**src/rtl/tri_pwm_pkg.sv**
```systemverilog
package tri_pwm_pkg;

  typedef enum logic [1:0] {
    TGT_LOW,
    TGT_MID,
    TGT_HIGH
  } tgt_t;

  typedef enum logic [3:0] {
    ST_OFF,
    ST_WAIT_LS_OFF,
    ST_DEAD_HI,
    ST_HS_ON,
    ST_WAIT_HS_OFF,
    ST_DEAD_LO,
    ST_LS_ON,
    ST_DE_BLANK,
    ST_DE_MON,
    ST_DE_DONE
  } seqState_t;

  // control -> timers
  typedef struct packed {
    logic loadDead;
    logic loadBlank;
    logic armTimeout;
    logic clearTimeout;
  } seqStrobe_t;

  // timers -> control
  typedef struct packed {
    logic deadDone;
    logic blankDone;
    logic timeoutHit;
  } seqStatus_t;

  // 00 low, 01 mid, 10 high, 11 handled as mid
  function automatic tgt_t decodePwm(logic [1:0] code);
    case (code)
      2'b00:   return TGT_LOW;
      2'b10:   return TGT_HIGH;
      default: return TGT_MID;
    endcase
  endfunction

endpackage

```
**src/rtl/tri_pwm_downcnt.sv**
```systemverilog
module tri_pwm_downcnt #(
  parameter int unsigned COUNT = 4
) (
  input  logic clk,
  input  logic rstN,
  input  logic load,
  input  logic clear,
  output logic done
);
  localparam int unsigned W = (COUNT > 1) ? $clog2(COUNT) : 1;
  localparam logic [W-1:0] START = W'(COUNT - 1);

  logic [W-1:0] cnt;
  logic         active;

  always_ff @(posedge clk or negedge rstN) begin
    if (!rstN) begin
      cnt    <= '0;
      active <= 1'b0;
    end else if (clear) begin
      cnt    <= '0;
      active <= 1'b0;
    end else if (load) begin
      cnt    <= START;
      active <= 1'b1;
    end else if (active && cnt != '0) begin
      cnt <= cnt - 1'b1;
    end
  end

  assign done = active && (cnt == '0);

  AST_CNT_BOUND: assert property (@(posedge clk) disable iff (!rstN)
    cnt <= START) else $error("counter beyond start value");

  AST_LOAD_START: assert property (@(posedge clk) disable iff (!rstN)
    (load && !clear) |=> (active && cnt == START)) else $error("load not taken");

endmodule

```
**src/rtl/tri_pwm_timers.sv**
```systemverilog
module tri_pwm_timers
  import tri_pwm_pkg::*;
#(
  parameter int unsigned DEAD_CYC    = 3,
  parameter int unsigned BLANK_CYC   = 13,
  parameter int unsigned TIMEOUT_CYC = 40
) (
  input  logic       clk,
  input  logic       rstN,
  input  seqStrobe_t strb,
  output seqStatus_t status
);
  localparam int NUM_CNT = 3;

  function automatic int unsigned lenOf(int idx);
    case (idx)
      0:       return DEAD_CYC;
      1:       return BLANK_CYC;
      default: return TIMEOUT_CYC;
    endcase
  endfunction

  logic [NUM_CNT-1:0] ldVec;
  logic [NUM_CNT-1:0] clrVec;
  logic [NUM_CNT-1:0] doneVec;

  assign ldVec  = {strb.armTimeout, strb.loadBlank, strb.loadDead};
  assign clrVec = {strb.clearTimeout, 1'b0, 1'b0};

  for (genvar i = 0; i < NUM_CNT; i++) begin : g_cnt
    tri_pwm_downcnt #(.COUNT(lenOf(i))) u_cnt (
      .clk  (clk),
      .rstN (rstN),
      .load (ldVec[i]),
      .clear(clrVec[i]),
      .done (doneVec[i])
    );
  end

  assign status.deadDone   = doneVec[0];
  assign status.blankDone  = doneVec[1];
  assign status.timeoutHit = doneVec[2];

endmodule

```
**src/rtl/tri_pwm_ctrl.sv**
```systemverilog
module tri_pwm_ctrl
  import tri_pwm_pkg::*;
(
  input  logic       clk,
  input  logic       rstN,
  input  logic       enable,
  input  logic [1:0] pwmCode,
  input  logic       swLow,
  input  logic       lsGateOff,
  input  logic       hsGateOff,
  input  logic       zeroCross,
  input  seqStatus_t status,
  output seqStrobe_t strb,
  output logic       hsGate,
  output logic       lsGate
);
  seqState_t state, stNext;
  tgt_t      tgt;
  logic      pwmWasHigh;

  assign tgt = decodePwm(pwmCode);

  always_comb begin
    stNext = state;
    strb   = '0;
    strb.armTimeout   = enable && pwmWasHigh && (tgt != TGT_HIGH);
    strb.clearTimeout = !enable || (tgt == TGT_HIGH);
    if (!enable) begin
      stNext = ST_OFF;
    end else begin
      case (state)
        ST_OFF: begin
          stNext = (tgt == TGT_HIGH) ? ST_WAIT_LS_OFF : ST_WAIT_HS_OFF;
        end
        ST_WAIT_LS_OFF: begin
          if (tgt != TGT_HIGH) begin
            stNext = ST_WAIT_HS_OFF;
          end else if (lsGateOff) begin
            stNext        = ST_DEAD_HI;
            strb.loadDead = 1'b1;
          end
        end
        ST_DEAD_HI: begin
          if (tgt != TGT_HIGH)      stNext = ST_WAIT_HS_OFF;
          else if (status.deadDone) stNext = ST_HS_ON;
        end
        ST_HS_ON: begin
          if (tgt != TGT_HIGH) stNext = ST_WAIT_HS_OFF;
        end
        ST_WAIT_HS_OFF: begin
          if (tgt == TGT_HIGH) begin
            stNext = ST_WAIT_LS_OFF;
          end else if (status.timeoutHit) begin
            strb.clearTimeout = 1'b1;
            if (tgt == TGT_MID) begin
              stNext         = ST_DE_BLANK;
              strb.loadBlank = 1'b1;
            end else begin
              stNext = ST_LS_ON;
            end
          end else if (hsGateOff && swLow) begin
            stNext        = ST_DEAD_LO;
            strb.loadDead = 1'b1;
          end
        end
        ST_DEAD_LO: begin
          if (tgt == TGT_HIGH) begin
            stNext = ST_WAIT_LS_OFF;
          end else if (status.deadDone) begin
            strb.clearTimeout = 1'b1;
            if (tgt == TGT_MID) begin
              stNext         = ST_DE_BLANK;
              strb.loadBlank = 1'b1;
            end else begin
              stNext = ST_LS_ON;
            end
          end
        end
        ST_LS_ON: begin
          if (tgt == TGT_HIGH) begin
            stNext = ST_WAIT_LS_OFF;
          end else if (tgt == TGT_MID) begin
            stNext         = ST_DE_BLANK;
            strb.loadBlank = 1'b1;
          end
        end
        ST_DE_BLANK: begin
          if (tgt == TGT_HIGH)       stNext = ST_WAIT_LS_OFF;
          else if (tgt == TGT_LOW)   stNext = ST_LS_ON;
          else if (status.blankDone) stNext = ST_DE_MON;
        end
        ST_DE_MON: begin
          if (tgt == TGT_HIGH)     stNext = ST_WAIT_LS_OFF;
          else if (tgt == TGT_LOW) stNext = ST_LS_ON;
          else if (zeroCross)      stNext = ST_DE_DONE;
        end
        ST_DE_DONE: begin
          if (tgt == TGT_HIGH)     stNext = ST_WAIT_LS_OFF;
          else if (tgt == TGT_LOW) stNext = ST_WAIT_HS_OFF;
        end
        default: stNext = ST_OFF;
      endcase
    end
  end

  always_ff @(posedge clk or negedge rstN) begin
    if (!rstN) begin
      state      <= ST_OFF;
      pwmWasHigh <= 1'b0;
    end else begin
      state      <= stNext;
      pwmWasHigh <= (tgt == TGT_HIGH);
    end
  end

  assign hsGate = (state == ST_HS_ON);
  assign lsGate = (state == ST_LS_ON) || (state == ST_DE_BLANK) || (state == ST_DE_MON);

  AST_DISABLE_OFF: assert property (@(posedge clk) disable iff (!rstN)
    !enable |=> (!hsGate && !lsGate)) else $error("gate on while disabled");

  AST_HS_AFTER_DEAD: assert property (@(posedge clk) disable iff (!rstN)
    $rose(hsGate) |-> $past(status.deadDone && !lsGate)) else $error("high side skipped dead time");

  AST_LS_RISE_CAUSE: assert property (@(posedge clk) disable iff (!rstN)
    $rose(lsGate) |-> $past((status.deadDone || status.timeoutHit) && !hsGate)) else $error("low side rose without cause");

  AST_BLANK_HOLD: assert property (@(posedge clk) disable iff (!rstN)
    (state == ST_DE_BLANK && enable && tgt == TGT_MID) |=> lsGate) else $error("low side dropped in blanking");

  AST_ZC_RELEASE: assert property (@(posedge clk) disable iff (!rstN)
    (state == ST_DE_MON && enable && tgt == TGT_MID && zeroCross) |=> (!lsGate && !hsGate)) else $error("zero cross not honoured");

endmodule

```
**src/rtl/tri_pwm_gate_seq.sv**
```systemverilog
module tri_pwm_gate_seq
  import tri_pwm_pkg::*;
#(
  parameter int unsigned DEAD_CYC    = 3,
  parameter int unsigned BLANK_CYC   = 13,
  parameter int unsigned TIMEOUT_CYC = 40
) (
  input  logic       clk,
  input  logic       rstN,
  input  logic       enable,
  input  logic [1:0] pwmCode,
  input  logic       swLow,
  input  logic       lsGateOff,
  input  logic       hsGateOff,
  input  logic       zeroCross,
  output logic       hsGate,
  output logic       lsGate
);
  seqStrobe_t strb;
  seqStatus_t status;

  tri_pwm_ctrl u_ctrl (
    .clk      (clk),
    .rstN     (rstN),
    .enable   (enable),
    .pwmCode  (pwmCode),
    .swLow    (swLow),
    .lsGateOff(lsGateOff),
    .hsGateOff(hsGateOff),
    .zeroCross(zeroCross),
    .status   (status),
    .strb     (strb),
    .hsGate   (hsGate),
    .lsGate   (lsGate)
  );

  tri_pwm_timers #(
    .DEAD_CYC   (DEAD_CYC),
    .BLANK_CYC  (BLANK_CYC),
    .TIMEOUT_CYC(TIMEOUT_CYC)
  ) u_timers (
    .clk   (clk),
    .rstN  (rstN),
    .strb  (strb),
    .status(status)
  );

endmodule

```
**config.mk**
```make
export PLATFORM = sky130hd
export DESIGN_NAME = tri_pwm_gate_seq
export DESIGN_NICKNAME = d
export VERILOG_FILES = /design/src/rtl/tri_pwm_pkg.sv /design/src/rtl/tri_pwm_downcnt.sv /design/src/rtl/tri_pwm_timers.sv /design/src/rtl/tri_pwm_ctrl.sv /design/src/rtl/tri_pwm_gate_seq.sv
export SDC_FILE = /design/constraint.sdc
export NUM_CORES = 1
export LEC_CHECK = 0
export ABC_AREA = 1
export ABC_CLOCK_PERIOD_IN_PS = 1700
export BUFFER_PORTS_ARGS = -buffer_cell sky130_fd_sc_hd__buf_4
export CORE_ASPECT_RATIO = 1.4
export CORE_MARGIN = 5
export CORE_UTILIZATION = 59
export DETAILED_ROUTE_END_ITERATION = 6
export PLACE_DENSITY = 0.82
export REMOVE_ABC_BUFFERS = 1
export SETUP_SLACK_MARGIN = 0.05
export SYNTH_ARGS = -nofsm -noshare
export SYNTH_HDL_FRONTEND = slang
export SYNTH_SLANG_ARGS = --single-unit
```
**constraint.sdc**
```tcl
create_clock -name clk -period 1.7 [get_ports clk]
set_input_delay 0.34 -clock clk [delete_from_list [all_inputs] [get_ports clk]]
set_output_delay 0.34 -clock clk [all_outputs]
set_load 0.02 [all_outputs]
```
==> impl_metrics.ini, run 1 <==
[outcome]
run_status = finished, final reports clean

[drt]
drt_iter0_drc = 56
dr.pass1.iters = 4
viasPerCell = 5.50
drc = 0
drt-total-wl_um = 4000
vias = 1594
ant_nets = 0
drt-wirelength-per-cell_um = 13.8

[timing]
tightest_slew_ns = 0.317
period_share_pct = 94.5
setup_viol = 0
clock.fmax_ghz = 0.622
rsz0062_at_grt = yes
drv_slew = 0
max_slew_margin_pct = 78.7
fin_crit_ns = 1.61
fin_setup_tns_ns = 0
hold_violations = 0
setup_slack_ns = 0.0932
fin_skew_ns = 0.00433

[power_and_ir_drop]
p_int_uw = 1390
p_sw_share_pct = 42.0
irDropWorstVdd_v = 0.000987
switchingPower_uw = 1000
p_leak_uw = 0.00101
p_clk_share_pct = 16.4
seqPwrFrac_pct = 30.5
p_per_area_mw_per_mm2 = 1240
p_comb_share_pct = 53.1

[clocking]
clock_sinks = 20
htree_levels = 1
clk_pin_slew_worst_paths_ns = 0.12
cts_tree = built
clk_latency_ns = 0.30
clock_path_buffers = 2
cts_buffers = 3
clock_tree.root_cell = clkbuf_4

[placement]
dpl.hpwl_um = 2590
place_ws_ns = 0.123
place.gp.congestion = 0.924
port_buffers = 10
placed_area_mm2 = 0.00166
dpl.cell_count = 273

[final_layout]
fillCellCount = 171
drive_above_1_share_pct = 28.1
diodes = 0
fin_area_mm2 = 0.00193
final_cells = 290
final_net_count = 271
area_growth_pct = 26.4
post-route-util_pct = 79.0
register_area_um2 = 504
multiInputGateArea_um2 = 972

[critical_path]
cp_common_cell = buf_6
crit_arrival_ns = 1.27
critPathSlowestCell = dfrtp_2
critical_path.top_delay_family = flip-flops
worstPathCellList = nor2_2 > buf_6 > nand2_2 > inv_2 > buf_6
startpoint_type = register
endpoint_kind = primary output
path_max_fanout = 6
slowest_delay_ns = 0.49
path_buf_inv = 3
cp.required_ns = 1.36
critPathKind = reg -> out

[logic_synthesis]
syn_inst = 227
synth_commonest_cells = nand2_1 (61), nand3_1 (32), inv_1 (29), nor2_1 (29), dfrtp_1 (20)
syn_avg_cell_area_um2 = 6.72
netlist.area_leader.share_pct = 32.8
ys_types = 28
async_flop_share_pct = 100
synth_top_area_cell = dfrtp_1
ys.flop_type = dfrtp_1
synth-seq-area-share_pct = 32.8
synthTopCellsByArea = dfrtp_1 (33%), nand2_1 (15%), nand3_1 (10%)
ys_seq_elements = 20
synth_most_common_cell = nand2_1
yosys_warnings = 0
synth_area_mm2 = 0.00153
synth-edff-count = 0

[grt]
antenna_found_initial = 0
grt_pass1_vias = 1457
grt_pass1_wl_um = 5910
grt_overflow = 0
track_usage_pct = 20.2
grt_max_degree = 21

[die]
die_area_mm2 = 0.00372
io_pins = 11
dieWidth_um = 53.0
core_area_mm2 = 0.00244
die_y_um = 70.2
rows = 21
start_util_pct = 62.5

[flow_run]
drv_cap = 0

[worst_hold_path]
hp-class = in -> reg
-- flip-flops by register name, indices dropped and copies added, names as in the netlist --
name                         count
u_timers.g_cnt.u_cnt.cnt        12
u_timers.g_cnt.u_cnt.active      3
u_ctrl.pwmWasHigh                1
u_ctrl.state                     4
-- power groups by stage --
stage	registers (uW)	clock network (uW)	logic, uW
after floorplan	685	0	724
after global placement	702	0	904
after detailed placement	701	0	933
after CTS	709	399	951
after global routing	751	420	1410
final	730	393	1270
-- final timing paths --
path | to | depth (start not counted) | slack, ns | startpoint
worst min-delay path | u_ctrl.pwmWasHigh$_DFF_PN0_ | 2 | 0.28 | pwmCode[0]
worst min register to register | u_timers.g_cnt[2].u_cnt.active$_DFFE_PN0P_ | 1 | 0.49 | u_ctrl.pwmWasHigh$_DFF_PN0_
worst max register to register | u_timers.g_cnt[2].u_cnt.cnt[0]$_DFFE_PN0P_ | 10 | 0.11 | u_ctrl.state[2]$_DFFE_PN0P_
worst max-delay path | hsGate | 5 | 0.09 | u_ctrl.state[2]$_DFFE_PN0P_
min in group asynchronous | u_timers.g_cnt[1].u_cnt.cnt[1]$_DFFE_PN0P_ | 2 | 0.44 | rstN
max in group asynchronous | u_ctrl.state[2]$_DFFE_PN0P_ | 2 | 1.03 | rstN
-- layout by cell type (no fill, tap or decap), drive strengths merged --
| master | synthesis | routed |
|---|---|---|
| o21bai | 1 | 1 |
| xor2 | 3 | 3 |
| a21oi | 5 | 5 |
| clkbuf | 0 | 3 |
| nand3b | 2 | 2 |
| bufinv | 0 | 1 |
| or2 | 2 | 2 |
| inv | 31 | 31 |
| nand2 | 67 | 67 |
| nor3 | 2 | 2 |
| nand3 | 33 | 33 |
| buf | 1 | 25 |
| nor3b | 1 | 1 |
| nand4 | 4 | 4 |
| nor2 | 37 | 37 |
| ha | 5 | 5 |
| o21ai | 10 | 10 |
| dlygate4sd3 | 0 | 1 |
| o21a | 2 | 2 |
| dfrtp | 20 | 20 |
| clkinv | 1 | 1 |
-- layout make-up --
| cell class | count | area share (%) |
|---|---|---|
| Multi-Input combinational cell | 174 | 50.4 |
| Sequential cell | 20 | 26.1 |
| Timing Repair Buffer | 26 | 12.3 |
| Inverter | 32 | 6.23 |
| Tap cell | 34 | 2.20 |
| Clock inverter | 1 | 1.56 |
| Clock buffer | 3 | 1.17 |
-- metal layers --
metal / up-vias / GRT usage [%] / part of all wire (%)
met5: - / 0 / 0
met4: 0 / 5.40 / 4.1
met3: 21 / 2.77 / 4.8
met2: 59 / 36.9 / 52
met1: 731 / 23.7 / 39
li1: 783 / - / -
-- through the flow --
stage / total power, uW / hold WS [ns]
6_report: 2390 / 0.277
5_1_grt: 2580 / 0.270
4_1_cts: 2060 / 0.268
3_5_place_dp: 1630 / 0.235
3_3_place_gp: 1610 / 0.234
2_1_floorplan: 1410 / 0.0444
-- what timing repair did --
action / CTS / global route
pin swaps: 0 / 12
hold buffers: 1 / 0
endpoints found under the hold margin: 20 / 0
buffers inserted: 1 / 11
endpoints found under the setup margin: 1 / 14
gates resized for setup: 6 / 29
-- cell families after synthesis --
family / Yosys count / share of synthesized area, %
DFF: 20 / 32.8
adders and majority gates: 5 / 4.10
buffers and inverters: 33 / 8.20
and+or+nand+nor: 148 / 46.1
xor gates and xnor gates: 3 / 1.72
AOI/OAI and AO/OA: 18 / 7.13
Power figures use the tool's default switching activity.
==> inputs of run 2 (changes only) <==
- ABC_CLOCK_PERIOD_IN_PS: 1700 -> 2000
- CORE_MARGIN: 5 -> unset
- CORE_UTILIZATION: 59 -> 60
- PLACE_DENSITY: 0.82 -> 0.83
- clock period: 1.7 -> 2 ns (I/O delays scaled with it)
==> run 2 against run 1 <==
The run now ends with DRC left. Setup slack better by 0.029 ns. Sequential power is 18% lower. Clock skew is 0.0019 ns lower. Count of clock-buffer cells in the layout stayed put. Final cell count is 5.2% lower. Highest routed layer unchanged. Total power is 28% lower.
==> impl_metrics.ini, run 2 (same netlist as run 1, synthesis figures left out) <==
[critical_path]
r2r-end = u_timers.g_cnt[2].u_cnt.cnt[0]$_DFFE_PN0P_
r2r-start = u_timers.g_cnt[0].u_cnt.cnt[0]$_DFFE_PN0P_
path_max_fanout = 5
endpoint_kind = primary output
startpoint_type = register
critPathKind = reg -> out
cp.required_ns = 1.60
reg2reg_slack_ns = 0.38
r2r_cells = 10
crit_arrival_ns = 1.48

[drt]
drt-total-wl_um = 3430
drt-wirelength-per-cell_um = 12.5
viasPerCell = 5.36
ant_nets = 0
drt_iter0_drc = 80
dr.pass1.iters = 6
vias = 1474
drc = 2

[final_layout]
final_cells = 275
multiInputGateArea_um2 = 906
fin_area_mm2 = 0.00171
fillCellCount = 217
diodes = 0
layout_commonest_cell = nand2_1
area_growth_pct = 11.8
largest_register_ffs = 12
mostFrequentLayoutCells = nand2_1 (61), nand3_1 (32), inv_1 (29)
drive_above_1_share_pct = 14.9
top_regs = u_timers.g_cnt.u_cnt.cnt (12), u_ctrl.state (4), u_timers.g_cnt.u_cnt.active (3)
largest-register = u_timers.g_cnt.u_cnt.cnt
register_area_um2 = 500
final_net_count = 256

[placement]
place.gp.congestion = 0.994
placed_area_mm2 = 0.00164
dpl.hpwl_um = 2630
dpl.cell_count = 270
port_buffers = 10

[worst_hold_path]
worstHoldStart = pwmCode[0]
hp-class = in -> reg
worstHoldEndpoint = u_ctrl.pwmWasHigh$_DFF_PN0_
min_path_cells = 2

[die]
dieWidth_um = 44.6
core_area_mm2 = 0.00239
start_util_pct = 63.8
die_y_um = 61.7
rows = 21
io_pins = 11
die_area_mm2 = 0.00275

[clocking]
clock_sinks = 20
clock_path_buffers = 2
cts_setup_buffers = 0
clk_pin_slew_worst_paths_ns = 0.12
clock_tree.root_cell = clkbuf_4
htree_levels = 1
clk_latency_ns = 0.31
cts_tree = built
cts_buffers = 3

[timing]
hold_violations = 0
tightest_slew_ns = 0.297
fin_setup_tns_ns = 0
fin_skew_ns = 0.00239
rsz0062_at_grt = no
fin_crit_ns = 1.88
max_slew_margin_pct = 80.2
setup_viol = 0
drv_slew = 0
clock.fmax_ghz = 0.533
period_share_pct = 93.9

[flow_run]
drv_cap = 0

[grt]
antenna_found_initial = 0
grt_overflow = 0
track_usage_pct = 28.0
grt_pass1_wl_um = 5580
grt_max_degree = 21
grt_pass1_vias = 1294

[outcome]
violations = DRC
run_status = complete, but fails checks

[power_and_ir_drop]
irDropWorstVdd_v = 0.000752
p_leak_uw = 0.000923
p_per_area_mw_per_mm2 = 1010
[run 2: cell count changes in the layout (fill, tap and decap cells not counted), moves of 2 or more]
cell     before  now
o21ai_1       3    1
o21ai_0       6    9
buf_12        2    0
nor2_4        6    3
dfrtp_2       3    0
nand2_2      10    4
inv_2         8    2
dfrtp_1      17   20
nor2_1       24   27
nand2_1      55   61
inv_1        23   29
buf_4        19   10
buf_6         4    0
[run 2: how the worst max path moves through the flow]
| stage | start | endpoint |
|---|---|---|
| 2_1_floorplan | u_ctrl.state[3]$_DFFE_PN0P_ | lsGate |
| 3_3_place_gp | pwmCode[0] | u_ctrl.state[1]$_DFFE_PN0P_ |
| 3_5_place_dp | u_timers.g_cnt[0].u_cnt.cnt[0]$_DFFE_PN0P_ | u_timers.g_cnt[2].u_cnt.cnt[0]$_DFFE_PN0P_ |
| 4_1_cts | u_ctrl.state[2]$_DFFE_PN0P_ | hsGate |
| 5_1_grt | u_ctrl.state[3]$_DFFE_PN0P_ | lsGate |
| 6_report | u_ctrl.state[3]$_DFFE_PN0P_ | lsGate |
[run 2: per-layer routing]
metal / routed length, um / vias to the layer above / GRT usage [%]
li1: - / 757 / -
met1: 1400 / 649 / 31.6
met2: 1740 / 50 / 52.3
met3: 147 / 18 / 2.64
met4: 147 / 0 / 13.0
met5: 0 / - / 0
[run 2: worst max-delay path: stages (launching register included)]
cell and delay (ns):
dfrtp_1 0.48, inv_1 0.11, nor2_2 0.19, nand2_1 0.11, o21ai_0 0.10, buf_4 0.17
[run 2: cell type report]
cell class                 instances  area share (%)
multi-input combinational        174            53.1
sequential                        20            29.3
inverter                          32            7.04
timing repair buffer              11            4.99
tap                               34            2.49
clock inverter                     1            1.76
clock buffer                       3            1.32
[run 2: timing repair]
action                     4_1_cts  5_1_grt
hold endpoints to repair        20        0
hold buffers                     1        0
setup endpoints to repair        0        2
resized for setup                0        2
[run 2: where the power goes]
group	internal, uW	switching (uW)	total, uW
registers	511	86.6	597
clock network	203	135	338
logic	278	509	788
total	992	731	1720
[run 2: through the flow]
| stage | power (uW) | hold slack [ns] | setup WS [ns] | utilization [%] |
|---|---|---|---|---|
| floorplan | 1200 | 0.104 | 0.472 | - |
| global placement | 1360 | 0.295 | 0.423 | 68.6 |
| detailed placement | 1370 | 0.294 | 0.417 | 68.6 |
| CTS | 1710 | 0.321 | 0.130 | 71.2 |
| global route | 1860 | 0.322 | 0.0608 | 71.4 |
| finish | 1720 | 0.322 | 0.122 | 71.4 |
==> inputs of run 3 (changes only) <==
- PLACE_DENSITY: 0.83 -> 0.78
==> run 3 against run 2 <==
The flow now finishes without violations. Clock power about the same. Largest power group unchanged. Global-route usage up 1.1 points. Register-to-register slack worse by 0.04 ns. Non-clock buffer count did not move. Clock skew about the same. Count of clock-buffer cells in the layout unchanged. Critical path type unchanged. Sequential power is essentially flat. Via count fell by 0.68%. Fmax rose by 0.60%.
==> impl_metrics.ini, run 3 (same netlist as run 1, synthesis figures left out) <==
[outcome]
run_status = finished, final reports clean

[die]
core_area_mm2 = 0.00239
die_y_um = 61.7
die_area_mm2 = 0.00275
io_pins = 11
start_util_pct = 63.8
rows = 21
dieWidth_um = 44.6

[timing]
max_slew_margin_pct = 79.6
fin_crit_ns = 1.87
drv_slew = 0
fin_skew_ns = 0.00252
hold_slack_ns = 0.309
hold_violations = 0
setup_viol = 0
tightest_slew_ns = 0.306
period_share_pct = 93.3
rsz0062_at_grt = no
fin_setup_tns_ns = 0
clock.fmax_ghz = 0.536

[flow_run]
drv_cap = 0

[power_and_ir_drop]
switchingPower_uw = 742
p_per_area_mw_per_mm2 = 1020
p_leak_uw = 0.000923
p_clk_share_pct = 19.5
seqPwrFrac_pct = 34.6
p_total_uw = 1740
p_int_uw = 994
irDropWorstVdd_v = 0.000655
p_sw_share_pct = 42.7
p_comb_share_pct = 45.9

[grt]
grt_pass1_vias = 1353
grt_overflow = 0
grt_max_degree = 21
grt_pass1_wl_um = 5770
track_usage_pct = 29.1
antenna_found_initial = 0

[critical_path]
reg2reg_slack_ns = 0.34
critical_path.top_delay_family = flip-flops
r2r-end = u_ctrl.state[2]$_DFFE_PN0P_
startpoint = u_ctrl.state[3]$_DFFE_PN0P_
r2r-start = u_timers.g_cnt[0].u_cnt.cnt[0]$_DFFE_PN0P_
critPathSlowestCell = dfrtp_1
cp.depth = 5
startpoint_type = register
r2r_cells = 10
cp-endpoint = lsGate
path_buf_inv = 2
path_max_fanout = 5
critPathKind = reg -> out
endpoint_kind = primary output
slowest_delay_ns = 0.46
cp.required_ns = 1.60
crit_arrival_ns = 1.47
worstPathCellList = inv_1 > nor2_2 > nand2_1 > o21ai_0 > buf_4

[clocking]
cts_setup_buffers = 0
cts_tree = built
clock_sinks = 20
clock_path_buffers = 2
clk_latency_ns = 0.32
htree_levels = 1
cts_buffers = 3
clk_pin_slew_worst_paths_ns = 0.12
clock_tree.root_cell = clkbuf_4

[final_layout]
largest-register = u_timers.g_cnt.u_cnt.cnt
drive_above_1_share_pct = 14.9
largest_register_ffs = 12
area_growth_pct = 11.8
diodes = 0
final_net_count = 256
mostFrequentLayoutCells = nand2_1 (61), nand3_1 (32), inv_1 (29)
layout_commonest_cell = nand2_1
top_regs = u_timers.g_cnt.u_cnt.cnt (12), u_ctrl.state (4), u_timers.g_cnt.u_cnt.active (3)
post-route-util_pct = 71.4

[drt]
vias = 1464
drt_iter0_drc = 46
ant_nets = 0
drc = 0
dr.pass1.iters = 4
drt-total-wl_um = 3510
viasPerCell = 5.32
drt-wirelength-per-cell_um = 12.8

[placement]
dpl.hpwl_um = 2820
port_buffers = 10
place.gp.congestion = 1.01

[worst_hold_path]
worstHoldStart = pwmCode[0]
min_path_cells = 2
hp-class = in -> reg
==> run 3: metal layers <==
metal,wire length [um],GRT usage (%)
met1,1390,29.1
met2,1890,56.3
met3,90,4.40
met4,131,16.0
met5,0,0
==> run 3: power groups by stage <==
| stage | Clock [uW] | Combinational [uW] | Sequential (uW) |
|---|---|---|---|
| finish | 339 | 797 | 600 |
| global route | 358 | 907 | 613 |
| CTS | 342 | 791 | 594 |
| detailed placement | 0 | 784 | 604 |
| global placement | 0 | 761 | 598 |
| floorplan | 0 | 615 | 582 |
==> run 3: worst min-delay path by stage <==
stage / slack (ns) / endpoint
after global placement: 0.29 / u_timers.g_cnt[2].u_cnt.cnt[4]$_DFFE_PN0P_
after detailed placement: 0.29 / u_timers.g_cnt[2].u_cnt.cnt[4]$_DFFE_PN0P_
after CTS: 0.31 / u_ctrl.pwmWasHigh$_DFF_PN0_
after floorplan: 0.10 / u_ctrl.pwmWasHigh$_DFF_PN0_
final: 0.31 / u_ctrl.pwmWasHigh$_DFF_PN0_
after global routing: 0.32 / u_ctrl.pwmWasHigh$_DFF_PN0_
==> run 3: worst reg2reg max path: cells and delay by family, from the launching register on <==
kind | cells | cell delay, ns
AND/OR/NAND/NOR | 8 | 0.95
adder cells (fa/ha/maj) | 1 | 0.18
flip-flops | 1 | 0.38
buffers and inverters | 1 | 0.10
==> run 3: final cells by class <==
class / count / area (um^2)
Sequential cell: 20 / 500
Inverter: 32 / 120
Multi-Input combinational cell: 174 / 906
Clock inverter: 1 / 30.0
Fill cell: 207 / 684
Clock buffer: 3 / 22.5
Timing Repair Buffer: 11 / 85.1
Tap cell: 34 / 42.5
==> run 3: through the flow <==
stage | worst slack, ns | cell area (um^2) | cells
after floorplan | 0.472 | 1520 | 226
after global placement | 0.419 | 1640 | 270
after detailed placement | 0.376 | 1640 | 270
after CTS | 0.0796 | 1700 | 275
after global routing | 0.0660 | 1710 | 275
final | 0.134 | 1710 | 275
==> run 3: what timing repair did <==
item                       CTS  global route
hold endpoints to repair    20             0
setup endpoints to repair    0             2
resized for setup            0             2
hold buffers                 1             0
